`src/rtl/slc_pkg.sv`:
```
package slc_pkg;
  typedef enum logic [1:0] {
    POST_NONE     = 2'd0,
    POST_EXPOSE   = 2'd1,
    POST_VALIDATE = 2'd2
  } postAct_t;

  typedef struct packed {
    logic capture;
    logic fire;
  } slcStrobe_t;
endpackage

```
`src/rtl/slc_ctrl.sv`:
```
module slc_ctrl
  import slc_pkg::*;
(
  input  logic       clk,
  input  logic       rstN,
  input  logic       inValid,
  input  logic       outReady,
  output logic       inReady,
  output logic       outValid,
  output slcStrobe_t strobe
);
  logic heldQ;

  always_comb begin
    inReady        = !heldQ || outReady;
    strobe.capture = inValid && inReady;
    strobe.fire    = heldQ && outReady;
  end

  always_ff @(posedge clk) begin
    if (!rstN)               heldQ <= 1'b0;
    else if (strobe.capture) heldQ <= 1'b1;
    else if (strobe.fire)    heldQ <= 1'b0;
  end

  assign outValid = heldQ;
endmodule

```
`src/rtl/slc_older_scan.sv`:
```
module slc_older_scan #(
  parameter int DEPTH = 8,
  parameter int IDXW  = $clog2(DEPTH)
) (
  input  logic [IDXW-1:0]  headIdx,
  input  logic [IDXW-1:0]  curIdx,
  input  logic [DEPTH-1:0] executed,
  output logic             allOlderDone
);
  localparam int DW = IDXW + 1;

  logic [DW-1:0]    curDist;
  logic [DEPTH-1:0] pending;

  always_comb begin
    if (curIdx >= headIdx) curDist = DW'(curIdx) - DW'(headIdx);
    else                   curDist = DW'(curIdx) + DW'(DEPTH) - DW'(headIdx);
  end

  for (genvar e = 0; e < DEPTH; e++) begin : g_entry
    logic [DW-1:0] entDist;
    always_comb begin
      if (IDXW'(e) >= headIdx) entDist = DW'(e) - DW'(headIdx);
      else                     entDist = DW'(e) + DW'(DEPTH) - DW'(headIdx);
      pending[e] = (entDist < curDist) && !executed[e];
    end
  end

  assign allOlderDone = (pending == '0);
endmodule

```
`src/rtl/slc_datapath.sv`:
```
module slc_datapath
  import slc_pkg::*;
#(
  parameter int DEPTH = 8,
  parameter int IDXW  = $clog2(DEPTH),
  parameter int SRCW  = 4,
  parameter int CNTW  = 32
) (
  input  logic             clk,
  input  logic             rstN,
  input  slcStrobe_t       strobe,
  input  logic [IDXW-1:0]  ldIdx,
  input  logic             readyExpose,
  input  logic             isLlsc,
  input  logic             isStrict,
  input  logic             isMmio,
  input  logic             isPrefetch,
  input  logic             isSplit,
  input  logic             specDone,
  input  logic [IDXW-1:0]  headIdx,
  input  logic [DEPTH-1:0] olderExec,
  input  logic             invisEn,
  input  logic             tsoMode,
  input  logic             allowBufHit,
  input  logic             hitLo,
  input  logic [SRCW-1:0]  hitLoSrc,
  input  logic             hitHi,
  input  logic [SRCW-1:0]  hitHiSrc,
  output logic [IDXW-1:0]  outIdx,
  output logic             outSpec,
  output logic             outSplit,
  output logic [1:0]       outBufOnly,
  output logic [1:0]       outSrcValid,
  output logic [SRCW-1:0]  outSrcLo,
  output logic [SRCW-1:0]  outSrcHi,
  output logic [1:0]       outPost,
  output logic             outExposeDone,
  output logic [1:0]       outBufUpd,
  output logic             errIllegal,
  output logic             errDouble,
  output logic [CNTW-1:0]  hitCount,
  output logic [CNTW-1:0]  missCount
);
  typedef struct packed {
    logic [IDXW-1:0] idx;
    logic            spec;
    logic            split;
    logic [1:0]      bufOnly;
    logic [1:0]      srcValid;
    logic [SRCW-1:0] srcLo;
    logic [SRCW-1:0] srcHi;
    postAct_t        post;
    logic            exposeDone;
    logic [1:0]      bufUpd;
    logic            eIllegal;
    logic            eDouble;
  } slcWord_t;

  logic     allOlderDone;
  slcWord_t nxt, cur;

  slc_older_scan #(.DEPTH(DEPTH), .IDXW(IDXW)) u_scan (
    .headIdx     (headIdx),
    .curIdx      (ldIdx),
    .executed    (olderExec),
    .allOlderDone(allOlderDone)
  );

  always_comb begin
    logic [1:0] halfOn;
    logic [1:0] hit;
    halfOn = {isSplit, 1'b1};
    nxt.idx   = ldIdx;
    nxt.spec  = invisEn && !readyExpose;
    nxt.split = isSplit;
    hit = nxt.spec ? ({hitHi, hitLo} & halfOn) : 2'b00;
    nxt.srcValid = hit;
    nxt.bufOnly  = allowBufHit ? hit : 2'b00;
    nxt.srcLo    = hit[0] ? hitLoSrc : '0;
    nxt.srcHi    = hit[1] ? hitHiSrc : '0;
    if (!nxt.spec)                                    nxt.post = POST_NONE;
    else if (tsoMode && !isPrefetch && !allOlderDone) nxt.post = POST_VALIDATE;
    else                                              nxt.post = POST_EXPOSE;
    nxt.exposeDone = !nxt.spec;
    nxt.bufUpd     = nxt.spec ? 2'b00 : halfOn;
    nxt.eIllegal   = nxt.spec && (isLlsc || isStrict || isMmio);
    nxt.eDouble    = nxt.spec && specDone;
  end

  always_ff @(posedge clk) begin
    if (!rstN)              cur <= '0;
    else if (strobe.capture) cur <= nxt;
  end

  // per-transfer counter increments, at most one per half
  logic [1:0] hitInc, missInc;
  always_comb begin
    hitInc  = 2'd0;
    missInc = 2'd0;
    if (cur.spec) begin
      hitInc  = 2'(cur.srcValid[0]) + 2'(cur.srcValid[1]);
      missInc = 2'(!cur.srcValid[0]) + 2'(cur.split && !cur.srcValid[1]);
    end
  end

  function automatic logic [CNTW-1:0] satAdd(input logic [CNTW-1:0] a, input logic [1:0] b);
    logic [CNTW:0] s;
    s = {1'b0, a} + (CNTW+1)'(b);
    return s[CNTW] ? {CNTW{1'b1}} : s[CNTW-1:0];
  endfunction

  always_ff @(posedge clk) begin
    if (!rstN) begin
      hitCount  <= '0;
      missCount <= '0;
    end else if (strobe.fire) begin
      hitCount  <= satAdd(hitCount, hitInc);
      missCount <= satAdd(missCount, missInc);
    end
  end

  assign outIdx        = cur.idx;
  assign outSpec       = cur.spec;
  assign outSplit      = cur.split;
  assign outBufOnly    = cur.bufOnly;
  assign outSrcValid   = cur.srcValid;
  assign outSrcLo      = cur.srcLo;
  assign outSrcHi      = cur.srcHi;
  assign outPost       = cur.post;
  assign outExposeDone = cur.exposeDone;
  assign outBufUpd     = cur.bufUpd;
  assign errIllegal    = cur.eIllegal;
  assign errDouble     = cur.eDouble;
endmodule

```
`src/rtl/spec_load_classifier.sv`:
```
module spec_load_classifier
  import slc_pkg::*;
#(
  parameter int DEPTH = 8,
  parameter int IDXW  = $clog2(DEPTH),
  parameter int SRCW  = 4,
  parameter int CNTW  = 32
) (
  input  logic             clk,
  input  logic             rstN,
  input  logic             inValid,
  output logic             inReady,
  input  logic [IDXW-1:0]  ldIdx,
  input  logic             readyExpose,
  input  logic             isLlsc,
  input  logic             isStrict,
  input  logic             isMmio,
  input  logic             isPrefetch,
  input  logic             isSplit,
  input  logic             specDone,
  input  logic [IDXW-1:0]  headIdx,
  input  logic [DEPTH-1:0] olderExec,
  input  logic             invisEn,
  input  logic             tsoMode,
  input  logic             allowBufHit,
  input  logic             hitLo,
  input  logic [SRCW-1:0]  hitLoSrc,
  input  logic             hitHi,
  input  logic [SRCW-1:0]  hitHiSrc,
  output logic             outValid,
  input  logic             outReady,
  output logic [IDXW-1:0]  outIdx,
  output logic             outSpec,
  output logic             outSplit,
  output logic [1:0]       outBufOnly,
  output logic [1:0]       outSrcValid,
  output logic [SRCW-1:0]  outSrcLo,
  output logic [SRCW-1:0]  outSrcHi,
  output logic [1:0]       outPost,
  output logic             outExposeDone,
  output logic [1:0]       outBufUpd,
  output logic             errIllegal,
  output logic             errDouble,
  output logic [CNTW-1:0]  hitCount,
  output logic [CNTW-1:0]  missCount
);
  slcStrobe_t strobe;

  slc_ctrl u_ctrl (
    .clk     (clk),
    .rstN    (rstN),
    .inValid (inValid),
    .outReady(outReady),
    .inReady (inReady),
    .outValid(outValid),
    .strobe  (strobe)
  );

  slc_datapath #(.DEPTH(DEPTH), .IDXW(IDXW), .SRCW(SRCW), .CNTW(CNTW)) u_dp (
    .clk          (clk),
    .rstN         (rstN),
    .strobe       (strobe),
    .ldIdx        (ldIdx),
    .readyExpose  (readyExpose),
    .isLlsc       (isLlsc),
    .isStrict     (isStrict),
    .isMmio       (isMmio),
    .isPrefetch   (isPrefetch),
    .isSplit      (isSplit),
    .specDone     (specDone),
    .headIdx      (headIdx),
    .olderExec    (olderExec),
    .invisEn      (invisEn),
    .tsoMode      (tsoMode),
    .allowBufHit  (allowBufHit),
    .hitLo        (hitLo),
    .hitLoSrc     (hitLoSrc),
    .hitHi        (hitHi),
    .hitHiSrc     (hitHiSrc),
    .outIdx       (outIdx),
    .outSpec      (outSpec),
    .outSplit     (outSplit),
    .outBufOnly   (outBufOnly),
    .outSrcValid  (outSrcValid),
    .outSrcLo     (outSrcLo),
    .outSrcHi     (outSrcHi),
    .outPost      (outPost),
    .outExposeDone(outExposeDone),
    .outBufUpd    (outBufUpd),
    .errIllegal   (errIllegal),
    .errDouble    (errDouble),
    .hitCount     (hitCount),
    .missCount    (missCount)
  );
endmodule

```
`config.mk`:
```
export PLATFORM = sky130hd
export DESIGN_NAME = spec_load_classifier
export DESIGN_NICKNAME = d
export VERILOG_FILES = /design/src/rtl/slc_pkg.sv /design/src/rtl/slc_ctrl.sv /design/src/rtl/slc_older_scan.sv /design/src/rtl/slc_datapath.sv /design/src/rtl/spec_load_classifier.sv
export SDC_FILE = /design/constraint.sdc
export NUM_CORES = 1
export LEC_CHECK = 0
export BUFFER_PORTS_ARGS = -buffer_cell sky130_fd_sc_hd__buf_2
export CAP_MARGIN = 25
export CORE_AREA = 3 3 107 109
export CTS_CLUSTER_DIAMETER = 200
export DETAILED_ROUTE_END_ITERATION = 8
export DIE_AREA = 0 0 110 112
export PLACE_DENSITY = 0.73
export RECOVER_POWER = 25
export SLEW_MARGIN = 20
export SYNTH_ARGS = -nofsm -noshare
export SYNTH_HDL_FRONTEND = slang
export SYNTH_SLANG_ARGS = --single-unit
```
`constraint.sdc`:
```
create_clock -name clk -period 4.3 [get_ports clk]
set_input_delay 0.215 -clock clk [delete_from_list [all_inputs] [get_ports clk]]
set_output_delay 0.215 -clock clk [all_outputs]
set_load 0.02 [all_outputs]
```
==> metrics.log <==
[metrics] area of the die: roughly 12,000 um2
[metrics] worst vdd ir: 0.123 mV
[metrics] Reg power frac: between 50% and 60%
[metrics] post-cts sizing count: 0
[metrics] Max Clock Freq: 293 MHz
[metrics] setup repair after global routing missed its margin: no
[metrics] number of cell rows: 38
[metrics] required time worst endpoint: 4590 ps
[metrics] Setup crit start: u_dp.outSrcValid[1]
[metrics] total setup violations reported at the end of the flow: 0
[metrics] leakage: between 0.002 and 0.0025 uW
[metrics] CTS H-tree depth: 3
[metrics] vias per cell: 5.35
[metrics] CP endpoint kind: flop
[metrics] count of unresolved DRC violations after routing: 0
[metrics] Post-Syn Nets: ~630
[metrics] worst-path fanout max: 16
[metrics] share of the yosys chip area belonging to registers: roughly 37%
[metrics] startpoint kind of the worst setup timing path: flop
[metrics] Detailed Route WL: about 12 mm
[metrics] overall fraction of global-route tracks in use: 20.0%
[metrics] total vias in the final route: 4,332
[metrics] antenna-violating nets left: 0
[metrics] share of power burned in the clock network: between 30% and 40%
[metrics] post-route minimum period: ~3400 ps
[metrics] clock sink count: just under 90
[metrics] arrival time worst endpoint: around 3700 ps
[metrics] synth-to-layout area growth: 17.7%
[metrics] cell type of the slowest stage on the worst timing path: sky130_fd_sc_hd__or3_1
[metrics] post-synthesis cell count: about 550
[metrics] flop2flop setup slack: 880 ps
[metrics] number of buffers on the longest clock path: 2
[metrics] number of buffers inserted by hold repair at cts: 0
[metrics] Critical Setup Path Class: reg -> reg
[metrics] half-perimeter wire length after detailed placement: 9.13 mm
[metrics] PD cells: between 200 and 300 nW/um2
[metrics] Final Max Slew Viols: 0
[metrics] clock latency of the later-clocked register in the worst-skew pair: 350 ps
[metrics] number of synthesis warnings: 0
[metrics] cell-internal power: 1100 uW
[metrics] final clock period utilization by the worst path: around four fifths
[metrics] Placed Instance Area: about 5500 um2
[metrics] GRT overflow: 0
[metrics] Sw Pwr: between 400 and 500 uW
[metrics] worst hold path class: in -> reg
[metrics] Post CTS Setup Buffer Count: 0
[metrics] first-pass GRT wire length: roughly 20 mm
[metrics] worst reg2reg endpoint: u_dp.missCount[25]
[metrics] launching point of the worst reg2reg path: u_dp.outSrcValid[1]
[metrics] hold violation count in the final report: 0
[metrics] TritonCTS clock tree: done
[metrics] Setup TNS Final: 0 ps
[metrics] core area: roughly 11,000 um2
[metrics] sw frac: between 20% and 30%
[metrics] overall die height: 112 um
[metrics] critical path cell sequence: nor2b_1 -> ha_1 -> and2_1 -> ha_1 -> inv_1 -> fa_1 -> nand3b_1 -> nor2_1 -> nand3_1 -> or3_1 -> buf_4 -> nand3_1 -> o211a_1
[metrics] syn_area_per_cell: approximately 8.7 um2
[metrics] detailed router's first-iteration violation count: 253
[metrics] maximum number of pins on one net before global-route repair: just over 60
[metrics] initial antenna violation count: 1
[metrics] ratio of cells with drive above 1 in the final layout: between 10% and 20%
[metrics] post-synthesis instance area: around 4800 um2
[metrics] clock transition time at the flip-flop clock pins of the worst setup and hold paths: ~80 ps
[metrics] worst clock skew: between 10 and 15 ps
[metrics] largest stage delay on the critical path: 590 ps
[metrics] Fill cells: approximately 1,100
[metrics] Register-to-Register Path Depth: 13
[metrics] max-cap check violation count: 0
[metrics] number of distinct library cells after synthesis: 53
[metrics] number of iterations in the first detailed-routing pass: 5
[metrics] number of enable-type register cells in the synthesized netlist: 0
[metrics] cell at the root of the clock tree: sky130_fd_sc_hd__clkbuf_8
[metrics] Final nets: 745
[metrics] headroom to the max-slew limit: about 44%
[metrics] Final Cell Area: 5600 um2
[metrics] die width: around 110 um
[metrics] total I/O pin count: about 130
[metrics] outcome: complete, no violations
[metrics] initial standard-cell utilization of the core: between 40 and 50%
[metrics] number of buffers created by CTS: 9
[metrics] number of global-route vias before repair: approximately 4,300
[metrics] endpoint of the most critical setup path: u_dp.missCount[25]
[metrics] Seq cells post-synth: around 90
[metrics] slew of the pin with the lowest slew margin: 842 ps
[metrics] fraction of synthesis flops using an asynchronous set or reset pin: 0%
[metrics] highest-count cells in the layout ignoring fill and taps: sky130_fd_sc_hd__dfxtp_1 (88), sky130_fd_sc_hd__buf_2 (83), sky130_fd_sc_hd__a21oi_1 (70)
[metrics] gpl congestion: approximately 0.84
[metrics] leading register cell type out of synthesis: sky130_fd_sc_hd__dfxtp_1
[metrics] average routed wire per standard cell: 15.0 um
[metrics] IO Port Bufs: 127
[metrics] Combinational Power Share: between 10% and 20%
[metrics] most common cell after layout, fill and taps aside: sky130_fd_sc_hd__dfxtp_1
-- cell usage after synthesis (13+ instances only) --
| master | instances | area [um2] |
|---|---|---|
| sky130_fd_sc_hd__clkbuf_1 | 13 | 48.8 |
| sky130_fd_sc_hd__xnor2_1 | 16 | 140 |
| sky130_fd_sc_hd__nor3_1 | 17 | 85.1 |
| sky130_fd_sc_hd__xor2_1 | 27 | 236 |
| sky130_fd_sc_hd__ha_1 | 37 | 463 |
| sky130_fd_sc_hd__inv_1 | 27 | 101 |
| sky130_fd_sc_hd__nand2_1 | 46 | 173 |
| sky130_fd_sc_hd__a21oi_1 | 70 | 350 |
| sky130_fd_sc_hd__nand3_1 | 23 | 115 |
| sky130_fd_sc_hd__and3_1 | 17 | 106 |
| sky130_fd_sc_hd__nor2_1 | 40 | 150 |
| sky130_fd_sc_hd__dfxtp_1 | 88 | 1760 |
-- cell type report --
cell class | instances | area, um2 | area share, %
Multi-Input combinational cell | 409 | 2810 | 50.1
Sequential cell | 88 | 1760 | 31.4
Timing Repair Buffer | 129 | 596 | 10.6
Tap cell | 140 | 175 | 3.13
Clock buffer | 11 | 131 | 2.34
Inverter | 28 | 106 | 1.90
Clock inverter | 4 | 22.5 | 0.402
Antenna cell | 1 | 2.50 | 0.0447
-- critical path, delay by kind of cell, from the launching register on --
kind | cells | cell delay (ps)
buffers and inverters | 2 | 360
DFF | 1 | 380
adders and majority gates | 3 | 790
AOI/OAI and AO/OA | 1 | 140
and+or+nand+nor | 7 | 1680
-- power by group through the flow --
| stage | combinational [uW] | sequential (uW) | clock [uW] |
|---|---|---|---|
| after floorplan | 119 | 854 | 0 |
| after CTS | 196 | 827 | 499 |
| after detailed placement | 194 | 846 | 0 |
| after global routing | 219 | 828 | 532 |
| final | 193 | 827 | 483 |
| after global placement | 184 | 845 | 0 |
-- registers in the layout, indices dropped and copies added, names as in the netlist --
name / cells
u_ctrl.outValid: 1
u_dp.outSrcHi: 4
u_dp.outSplit: 1
u_dp.errIllegal: 1
u_dp.outBufOnly: 2
u_dp.outSrcLo: 4
u_dp.errDouble: 1
u_dp.outSpec: 1
u_dp.outPost: 2
u_dp.outBufUpd: 2
u_dp.outIdx: 3
u_dp.hitCount: 32
u_dp.outSrcValid: 2
u_dp.missCount: 32
-- worst min-delay path by stage --
stage | startpoint | end | slack [ps] | depth (start not counted)
finish | hitHiSrc[2] | u_dp.outSrcHi[2] | 110 | 3
global route | specDone | u_dp.errDouble | 110 | 3
CTS | hitHiSrc[3] | u_dp.outSrcHi[3] | 90 | 3
detailed placement | u_dp.errIllegal | u_dp.errIllegal | 450 | 2
global placement | u_dp.errDouble | u_dp.errDouble | 440 | 2
floorplan | inValid | u_ctrl.outValid | 340 | 2
-- metal layers --
layer | wire length [um] | vias up | part of all wire (%) | GRT usage, %
met5 | 0 | - | 0 | 0
met3 | 762 | 15 | 6.3 | 4.64
met1 | 5170 | 2031 | 43 | 24.4
li1 | - | 2164 | - | -
met4 | 171 | 0 | 1.4 | 6.32
met2 | 6050 | 122 | 50 | 34.4
-- cell families (layout without fill, tap and decap cells) --
logic type,count (synthesis),in the layout,share of synthesized area [%]
adders and majority gates,43,43,12.0
and+or+nand+nor,198,198,22.7
other,0,1,0
AOI/OAI and AO/OA,120,120,15.3
muxes,5,5,1.05
DFF,88,88,37.0
xor gates and xnor gates,43,43,7.91
buffers and inverters,48,172,3.99
-- per-stage QoR --
stage                     util (%)  hold slack, ps  instances  worst slack [ps]  total power [uW]
after floorplan                  -             344        545              1100               973
after global placement        51.4             437        794               746              1030
after detailed placement      51.4             449        794               554              1040
after CTS                     52.9            90.3        809               911              1520
after global routing          52.4             112        810               606              1580
final                         52.4             108        810               884              1500
(Power assumes the default switching activity.)
